File: src/rtl/rbf_pkg.sv
package rbf_pkg;

    typedef enum logic [3:0] {
        S_IDLE,
        S_RD_ST,
        S_RD_LO,
        S_RD_HI,
        S_DECIDE,
        S_FILL,
        S_WB_LO,
        S_WB_HI,
        S_WB_ST
    } rbf_state_e;

    // status byte bit positions
    localparam int ST_EMPTY = 0;
    localparam int ST_WRAP  = 1;
    localparam int ST_LAST  = 2;
    localparam int ST_ERR   = 3;

    // byte offsets inside one descriptor
    localparam int OFF_STAT   = 0;
    localparam int OFF_LEN_LO = 2;
    localparam int OFF_LEN_HI = 3;
    localparam int OFF_PTR_LO = 4;
    localparam int OFF_PTR_HI = 5;
    localparam int DESC_BYTES = 8;

    typedef struct packed {
        logic err;
        logic last;
        logic wrap;
        logic empty;
    } rbf_flags_t;

    function automatic logic [7:0] pack_status(rbf_flags_t f);
        logic [7:0] s;
        s = 8'h00;
        s[ST_EMPTY] = f.empty;
        s[ST_WRAP]  = f.wrap;
        s[ST_LAST]  = f.last;
        s[ST_ERR]   = f.err;
        return s;
    endfunction

endpackage

File: src/rtl/rbf_cfg_regs.sv
module rbf_cfg_regs #(
    parameter int AW          = 16,
    parameter int LW          = 16,
    parameter int DEF_MAXLEN  = 64
) (
    input  logic          clk,
    input  logic          rst,
    input  logic          cfg_wr,
    input  logic          cfg_sel,
    input  logic [15:0]   cfg_wdata,
    output logic [AW-1:0] base_q,
    output logic [LW-1:0] maxlen_q
);
    localparam logic [AW-1:0] ALIGN_MASK = ~AW'(rbf_pkg::DESC_BYTES - 1);

    always_ff @(posedge clk) begin
        if (rst) begin
            base_q   <= '0;
            maxlen_q <= LW'(DEF_MAXLEN);
        end else if (cfg_wr) begin
            if (!cfg_sel) base_q   <= AW'(cfg_wdata) & ALIGN_MASK;
            else          maxlen_q <= LW'(cfg_wdata);
        end
    end
endmodule

File: src/rtl/rbf_ring_ptr.sv
module rbf_ring_ptr #(
    parameter int AW = 16
) (
    input  logic          clk,
    input  logic          rst,
    input  logic [AW-1:0] base,
    input  logic          load_base,
    input  logic          advance,
    input  logic          wrap,
    output logic [AW-1:0] desc_ptr
);
    localparam logic [AW-1:0] STEP = AW'(rbf_pkg::DESC_BYTES);

    always_ff @(posedge clk) begin
        if (rst)            desc_ptr <= '0;
        else if (load_base) desc_ptr <= base;
        else if (advance)   desc_ptr <= wrap ? base : desc_ptr + STEP;
    end
endmodule

File: src/rtl/rbf_ctrl.sv
module rbf_ctrl
    import rbf_pkg::*;
#(
    parameter int AW = 16,
    parameter int LW = 16
) (
    input  logic          clk,
    input  logic          rst,
    input  logic          rx_en,
    input  logic [LW-1:0] cfg_max,
    input  logic [AW-1:0] desc_ptr,
    output logic          ptr_load,
    output logic          ptr_adv,
    output logic          ptr_wrap,
    input  logic          in_valid,
    output logic          in_ready,
    input  logic [7:0]    in_data,
    input  logic          in_eof,
    input  logic          in_err,
    input  logic          close_req,
    output logic          mem_en,
    output logic          mem_we,
    output logic [AW-1:0] mem_addr,
    output logic [7:0]    mem_wdata,
    input  logic [7:0]    mem_rdata,
    output logic          rx_busy,
    output logic          buf_done,
    output rbf_state_e    state,
    output logic [LW-1:0] fill_cnt,
    output logic [LW-1:0] cur_max
);
    localparam logic [LW-1:0] ONE = LW'(1);

    logic          stat_empty, stat_wrap;
    logic [7:0]    addr_lo;
    logic [AW-1:0] buf_base;
    rbf_flags_t    close_flags;
    logic          take, full_next, end_beat;
    logic [15:0]   len16;

    assign take      = in_valid && (state == S_FILL);
    assign full_next = (fill_cnt + ONE) == cur_max;
    assign end_beat  = in_eof || in_err || full_next;
    assign len16     = 16'(fill_cnt);

    always_ff @(posedge clk) begin
        if (rst) begin
            state       <= S_IDLE;
            rx_busy     <= 1'b0;
            stat_empty  <= 1'b0;
            stat_wrap   <= 1'b0;
            addr_lo     <= '0;
            buf_base    <= '0;
            fill_cnt    <= '0;
            cur_max     <= '0;
            close_flags <= '0;
        end else begin
            unique case (state)
                S_IDLE: begin
                    rx_busy <= 1'b0;
                    if (rx_en) state <= S_RD_ST;
                end
                S_RD_ST: begin
                    if (!rx_en) begin
                        state   <= S_IDLE;
                        rx_busy <= 1'b0;
                    end else begin
                        state <= S_RD_LO;
                    end
                end
                S_RD_LO: begin
                    stat_empty <= mem_rdata[ST_EMPTY];
                    stat_wrap  <= mem_rdata[ST_WRAP];
                    state      <= S_RD_HI;
                end
                S_RD_HI: begin
                    addr_lo <= mem_rdata;
                    state   <= S_DECIDE;
                end
                S_DECIDE: begin
                    if (stat_empty) begin
                        rx_busy  <= 1'b0;
                        buf_base <= AW'({mem_rdata, addr_lo});
                        cur_max  <= cfg_max;
                        fill_cnt <= '0;
                        state    <= S_FILL;
                    end else begin
                        rx_busy <= 1'b1;
                        state   <= S_RD_ST;
                    end
                end
                S_FILL: begin
                    if (take) begin
                        fill_cnt <= fill_cnt + ONE;
                        if (end_beat || close_req) begin
                            close_flags <= '{err: in_err, last: in_eof,
                                             wrap: stat_wrap, empty: 1'b0};
                            state <= S_WB_LO;
                        end
                    end else if (close_req && fill_cnt != '0) begin
                        close_flags <= '{err: 1'b0, last: 1'b0,
                                         wrap: stat_wrap, empty: 1'b0};
                        state <= S_WB_LO;
                    end
                end
                S_WB_LO: state <= S_WB_HI;
                S_WB_HI: state <= S_WB_ST;
                S_WB_ST: state <= S_RD_ST;
                default: state <= S_IDLE;
            endcase
        end
    end

    always_comb begin
        mem_en    = 1'b0;
        mem_we    = 1'b0;
        mem_addr  = desc_ptr;
        mem_wdata = 8'h00;
        unique case (state)
            S_RD_ST: begin
                mem_en   = 1'b1;
                mem_addr = desc_ptr + AW'(OFF_STAT);
            end
            S_RD_LO: begin
                mem_en   = 1'b1;
                mem_addr = desc_ptr + AW'(OFF_PTR_LO);
            end
            S_RD_HI: begin
                mem_en   = 1'b1;
                mem_addr = desc_ptr + AW'(OFF_PTR_HI);
            end
            S_FILL: begin
                if (take) begin
                    mem_en    = 1'b1;
                    mem_we    = 1'b1;
                    mem_addr  = buf_base + AW'(fill_cnt);
                    mem_wdata = in_data;
                end
            end
            S_WB_LO: begin
                mem_en    = 1'b1;
                mem_we    = 1'b1;
                mem_addr  = desc_ptr + AW'(OFF_LEN_LO);
                mem_wdata = len16[7:0];
            end
            S_WB_HI: begin
                mem_en    = 1'b1;
                mem_we    = 1'b1;
                mem_addr  = desc_ptr + AW'(OFF_LEN_HI);
                mem_wdata = len16[15:8];
            end
            S_WB_ST: begin
                mem_en    = 1'b1;
                mem_we    = 1'b1;
                mem_addr  = desc_ptr + AW'(OFF_STAT);
                mem_wdata = pack_status(close_flags);
            end
            default: ;
        endcase
    end

    assign in_ready = (state == S_FILL) || rx_busy;
    assign buf_done = (state == S_WB_ST);
    assign ptr_load = (state == S_IDLE);
    assign ptr_adv  = (state == S_WB_ST);
    assign ptr_wrap = close_flags.wrap;
endmodule

File: src/rtl/rbf_ring_filler.sv
module rbf_ring_filler
    import rbf_pkg::*;
#(
    parameter int AW         = 16,
    parameter int LW         = 16,
    parameter int DEF_MAXLEN = 64
) (
    input  logic          clk,
    input  logic          rst,
    input  logic          rx_en,
    input  logic          cfg_wr,
    input  logic          cfg_sel,
    input  logic [15:0]   cfg_wdata,
    input  logic          in_valid,
    output logic          in_ready,
    input  logic [7:0]    in_data,
    input  logic          in_eof,
    input  logic          in_err,
    input  logic          close_req,
    output logic          mem_en,
    output logic          mem_we,
    output logic [AW-1:0] mem_addr,
    output logic [7:0]    mem_wdata,
    input  logic [7:0]    mem_rdata,
    output logic          rx_busy,
    output logic          buf_done
);
    logic [AW-1:0] base_q;
    logic [LW-1:0] maxlen_q;
    logic [AW-1:0] desc_ptr;
    logic          ptr_load, ptr_adv, ptr_wrap;
    rbf_state_e    ctrl_state;
    logic [LW-1:0] fill_cnt;
    logic [LW-1:0] cur_max;

    rbf_cfg_regs #(.AW(AW), .LW(LW), .DEF_MAXLEN(DEF_MAXLEN)) u_cfg (
        .clk(clk), .rst(rst), .cfg_wr(cfg_wr), .cfg_sel(cfg_sel),
        .cfg_wdata(cfg_wdata), .base_q(base_q), .maxlen_q(maxlen_q)
    );

    rbf_ring_ptr #(.AW(AW)) u_ptr (
        .clk(clk), .rst(rst), .base(base_q), .load_base(ptr_load),
        .advance(ptr_adv), .wrap(ptr_wrap), .desc_ptr(desc_ptr)
    );

    rbf_ctrl #(.AW(AW), .LW(LW)) u_ctrl (
        .clk(clk), .rst(rst), .rx_en(rx_en), .cfg_max(maxlen_q),
        .desc_ptr(desc_ptr), .ptr_load(ptr_load), .ptr_adv(ptr_adv),
        .ptr_wrap(ptr_wrap), .in_valid(in_valid), .in_ready(in_ready),
        .in_data(in_data), .in_eof(in_eof), .in_err(in_err),
        .close_req(close_req), .mem_en(mem_en), .mem_we(mem_we),
        .mem_addr(mem_addr), .mem_wdata(mem_wdata), .mem_rdata(mem_rdata),
        .rx_busy(rx_busy), .buf_done(buf_done), .state(ctrl_state),
        .fill_cnt(fill_cnt), .cur_max(cur_max)
    );
endmodule

File: config.mk
export PLATFORM = sky130hd
export DESIGN_NAME = rbf_ring_filler
export DESIGN_NICKNAME = d
export VERILOG_FILES = /design/src/rtl/rbf_pkg.sv /design/src/rtl/rbf_cfg_regs.sv /design/src/rtl/rbf_ring_ptr.sv /design/src/rtl/rbf_ctrl.sv /design/src/rtl/rbf_ring_filler.sv
export SDC_FILE = /design/constraint.sdc
export NUM_CORES = 1
export LEC_CHECK = 0
export BUFFER_PORTS_ARGS = -buffer_cell sky130_fd_sc_hd__buf_2
export CELL_PAD_IN_SITES_DETAIL_PLACEMENT = 2
export CELL_PAD_IN_SITES_GLOBAL_PLACEMENT = 2
export CORE_UTILIZATION = 38
export DETAILED_ROUTE_END_ITERATION = 8
export PLACE_DENSITY_LB_ADDON = 0.05
export SLEW_MARGIN = 10
export SYNTH_ARGS = -nofsm -noshare
export SYNTH_HDL_FRONTEND = slang
export SYNTH_HIERARCHICAL = 1
export SYNTH_SLANG_ARGS = --single-unit
File: constraint.sdc
create_clock -name clk -period 7.1 [get_ports clk]
set_input_delay 0.71 -clock clk [delete_from_list [all_inputs] [get_ports clk]]
set_output_delay 0.71 -clock clk [all_outputs]
set_load 0.01 [all_outputs]
# Yosys cells after proc, flatten, opt, wreduce, memory -nomap -nowiden
# Index checks and enable logic that the tools add are counted.
[word_totals]
input_bits = 41
reg_bits = 112
out_inout_bits = 29
[classes]
addsub = 7
n_mux = 26
n_bitwise = 1
n_eq_ne = 16
reduce_logical = 21
[ops]
columns = ["operator", "n"]
rows = [
  ["two-way mux 16 bit", 6],
  ["case mux 16 bit (5 select lines)", 1],
  ["case mux 4 bit (9 select lines)", 1],
  ["adder 16 x 2 -> 16 bit, second input constant", 2],
  ["adder 16 x 3 -> 16 bit, second input constant", 2],
  ["case mux 16 bit (2 select lines)", 1],
  ["case mux 8 bit (4 select lines)", 1],
  ["two-way mux 4 bit", 7],
  ["adder 16 x 1 -> 16 bit, second input constant", 1],
  ["adder 16 bit", 1],
  ["adder 16 x 4 -> 16 bit, second input constant", 1],
  ["equality test 16 bit", 1],
  ["equality test 4 x 3 -> 1 bit, second input constant", 4],
  ["nonzero test 16 bit", 1],
  ["AND reduction 3 bit", 3],
  ["equality test 4 x 2 -> 1 bit, second input constant", 2],
  ["two-way mux 8 bit", 1],
  ["AND reduction 2 bit", 4],
  ["inequality test 2 bit, second input constant", 3],
  ["nonzero test 2 bit", 3],
  ["OR reduction 6 bit", 1],
  ["equality test 4 x 1 -> 1 bit, second input constant", 1],
  ["equality test 4 bit, second input constant", 1],
  ["zero test 4 bit", 1],
  ["13 further kinds", 21],
]

# Longest topological paths before layout
[depth]
depth_word = 7
mapped_depth = 14
mapped_depth_nobuf = 12

# By module
# The synthesis kept the hierarchy.
[by_module_without_submodules]
columns = ["module", "seq_area_each_um2", "instances", "cells_each", "area_per_inst_um2"]
rows = [
  ["rbf_ctrl", 1321.3, 1, 671, 4712.0],
  ["rbf_cfg_regs", 580.6, 1, 119, 1260.0],
  ["rbf_ring_ptr", 320.3, 1, 116, 912.1],
]

# Least setup slack after synthesis
# No wires, ideal clock.
[synth_timing]
kind = "flip-flop to output port"
from = "register u_ctrl.state[1]"
to = "output mem_addr[10]"
t_arrival_ps = 3099
path_stages_with_launch = 14
path_slack_ps = 3291
cell_sequence = "dfxtp_1 -> clkbuf_1 -> nor2b_1 -> and3_1 -> clkbuf_1 -> inv_1 -> fa_1 -> nor2b_1 -> o21ai_0 -> or2_2 -> a21oi_1 -> and2_1 -> nand4_1 -> o211ai_1"
[synth_via]
elab_chain_len = 4
word_cells_on_any_way = 8
cone_classes = "eq/ne (5); mux (2); reduce/logical (1)"
[synth_rtl]
columns = ["element", "line_no", "source"]
rows = [
  ["start, declared", "rbf_ctrl.sv:28", "output rbf_state_e state,"],
  ["start signal, assigned", "rbf_ctrl.sv:48", "state <= S_IDLE;"],
  ["start signal, assigned", "rbf_ctrl.sv:61", "if (rx_en) state <= S_RD_ST;"],
  ["start signal, assigned", "rbf_ctrl.sv:65", "state <= S_IDLE;"],
  ["equality test 4 x 3 -> 1 bit", "rbf_ctrl.sv:41, rbf_ctrl.sv:119", ""],
  ["logical AND 1 bit", "rbf_ctrl.sv:41", "assign take = in_valid && (state == S_FILL);"],
  ["two-way mux 16 bit", "rbf_ctrl.sv:133", "if (take) begin"],
  ["case mux 16 bit (5 select lines) *", "rbf_ctrl.sv:119", "unique case (state)"],
  ["end, declared", "rbf_ring_filler.sv:22", "output logic [AW-1:0] mem_addr,"],
]
# Mark *: on every way between the ends. The rest lies on a longest branch, timed or not.

# Worst setup path after layout
# Same ends and word-level chain as after synthesis.

==> results.yml <==
floorplanning:
  core_area_sq_mm: 0.0175
  initial_core_util_pct: 39.4
  dieArea_sq_mm: 0.0187
  pin_count: 70
  die_x_microns: 137
  rows: 48
  die_h_microns: 137
critical_path:
  crit_arrival_ns: 4.03
  cp_max_fo: 15
  path_cells: "nor2b_1 -> buf_4 -> and3_1 -> inv_1 -> fa_1 -> nor2b_1 -> o21ai_0 -> or2_2 -> a21oi_1 -> and2_1 -> nand4_1 -> nand3_1 -> o211ai_1 -> buf_2"
  cpMaxStageDelayCell: "dfxtp_1"
  r2r_cells: 7
  max_stage_delay_ns: 0.54
  cpMostUsedCell: "nor2b_1"
  startpoint_type: "register"
  required_ns: 6.39
  endpoint_kind: "output pin"
  critPathKind: "reg -> out"
power_and_ir_drop:
  p_leak_nw: 2.90
  comb_power_share_pct: 11.9
  p_per_area_mw_per_mm2: 185
  p_sw_w: 0.000419
  p_clk_share_pct: 40.3
  p_sw_share_pct: 29.7
  internal_power_w: 0.000993
  pwr-share-seq_pct: 47.8
  vdd_drop_max_mv: 0.121
clocking:
  numCtsBuffers: 9
  insertion_delay_ns: 0.37
  htreeDepth: 3
  cts_hold_buffers: 0
  post_cts_resize_count: 0
  clk_path_buf_depth: 2
  cts-root-buf: "clkbuf_16"
  cts_tree: "done"
  cts_sinks: 111
  cts_setup_buffers: 0
  clk_pin_slew_worst_paths_ns: 0.08
timing:
  drv_slew: 0
  fin_setup_tns_ns: 0
  holdWs_ns: 0.454
  min_period_ns: 4.74
  relSlewSlack_pct: 16.6
  fmax_mhz: 211
  finalClockSkew_ns: 0.0132
  finalHoldViolCount: 0
  max_slew.worst_pin.slew_ns: 1.25
  finalCritPeriodShare_pct: 66.8
  grt_setup_unrepaired: "no"
  setup_viol: 0
finish:
  drive_above_1_share_pct: 11.9
  area_growth_pct: 10.9
  nNetsFinal: 998
  final_cell_area_sq_mm: 0.00763
  diodes: 0
routing:
  wl_microns: 26800
  drt_iter0_markers: 345
  vias_per_cell: 5.98
  detail-route-antenna-nets: 0
  first_pass_iters: 5
  wl_per_cell_microns: 23.1
  num_vias: 6950
  drc: 0
yosys:
  syn-instance-count: 906
  synth_edf_count: 0
  yosys.area.top_type_share_pct: 32.3
  synth_area_sq_mm: 0.00688
  ys_seq_area_share_pct: 32.3
  synth_most_common_cell: "nand2_1"
  async_reset_ff_share_pct: 0
  synth_area_leaders: "dfxtp_1 32%, nand2_1 8.0%, a21oi_1 7.1%"
  synthFlopType: "dfxtp_1"
  ys_warn_count: 6
  syn_avg_cell_area_sq_um: 7.60
  synth_common_cells: "147 x nand2_1, 111 x dfxtp_1, 98 x a21oi_1"
  yosys.area.top_type: "dfxtp_1"
  synthDistinctLibCells: 71
  ys_ff_latch: 111
worst_hold_path:
  whs_path_depth: 2
  hold_path.class: "reg -> reg"
placement:
  dpl_cell_area_sq_mm: 0.00729
  dpl.hpwl_microns: 19400
  numPortBuffers: 69
  gp_congestion: 0.886
grt:
  grt_usage_pct: 29.6
  grt_start_max_net_pins: 101
  grt_remaining_overflow: 0
  grt_pass1_wl_microns: 41500
  antenna_found_initial: 0
  grt_pass1_vias: 7499
run:
  cap_viol_max_count: 0
outcome:
  status: "finished clean"
## power groups by stage
stage          logic, W  registers [W]  clock network [W]
6_report       0.000168       0.000675           0.000569
5_1_grt        0.000183       0.000678           0.000608
4_1_cts        0.000167       0.000674           0.000585
3_5_place_dp   0.000164       0.000688                  0
3_3_place_gp   0.000159       0.000686                  0
2_1_floorplan  0.000114       0.000671                  0
## metal layers
| layer | global-route usage [%] | wire length (microns) | vias up |
|---|---|---|---|
| met5 | 0 | 0 | - |
| met4 | 13.7 | 966 | 0 |
| met3 | 4.19 | 826 | 53 |
| met2 | 52.1 | 13500 | 154 |
| met1 | 35.3 | 11500 | 3487 |
| li1 | - | - | 3256 |
## kinds of logic after synthesis
logic type,count (synthesis),synth area share (%)
mux,29,4.23
buf+inv,80,5.20
fa+ha+maj,24,4.58
flops,111,32.3
compound gates,238,21.2
other cells,1,0.0545
simple gates,385,27.6
xor+xnor,38,4.83
## worst paths after layout
| kind | start | end | slack, ns |
|---|---|---|---|
| max | u_ctrl/state[1] | mem_addr[10] | 2.36 |
| min | u_ctrl/addr_lo[7] | u_ctrl/buf_base[7] | 0.45 |
| max reg2reg | u_ctrl/state[3] | u_ptr/desc_ptr[11] | 3.70 |
| min reg2reg | u_ctrl/addr_lo[7] | u_ctrl/buf_base[7] | 0.45 |
## sequential cells by signal, summed over array words and instances (netlist names), 2 cells and up
register and flops:
u_ctrl/addr_lo 8, u_ctrl/close_flags 2, u_ctrl/state 4, u_ctrl/buf_base 16
u_ctrl/fill_cnt 16, u_ptr/desc_ptr 16, u_cfg/base_q 13, u_ctrl/cur_max 16
u_cfg/maxlen_q 16
## worst max-delay path: cells and delay by family (launching register included)
| kind | cells | cell delay [ns] |
|---|---|---|
| compound gates | 3 | 0.45 |
| fa+ha+maj | 1 | 0.44 |
| buf+inv | 3 | 0.55 |
| flops | 1 | 0.54 |
| simple gates | 7 | 1.69 |
## cells in the final DEF (no fill, tap or decap), drive strengths merged, types with 6 or more instances in the layout
cell,instances
a211oi,6
a21oi,98
a22oi,15
a31oi,12
and2,8
and3,10
buf,79
clkbuf,9
dfxtp,111
ha,22
inv,17
mux2i,28
nand2,148
nand2b,47
nand3,33
nand4,16
nor2,61
nor2b,9
nor3,20
nor4,6
o211ai,9
o21ai,50
o22ai,7
or2,6
xnor2,24
xor2,14
## final cells by class
cell class,count,area [sq um]
Fill cell,2049,9840
Multi-Input combinational cell,717,4310
Sequential cell,111,2220
Timing Repair Buffer,79,423
Tap cell,225,282
Clock buffer,9,225
Clock inverter,7,113
Inverter,15,56.3
## stage by stage
step                      util (%)  instances  setup WS (ns)  total power (W)
final                         43.7       1163           2.36          0.00141
after global routing          43.7       1163           2.14          0.00147
after CTS                     43.7       1163           2.41          0.00143
after detailed placement      41.7       1147           2.83         0.000853
after global placement        41.7       1147           2.96         0.000845
after floorplan                  -        908           3.29         0.000785
No activity file was read; power rests on OpenSTA's default activity.
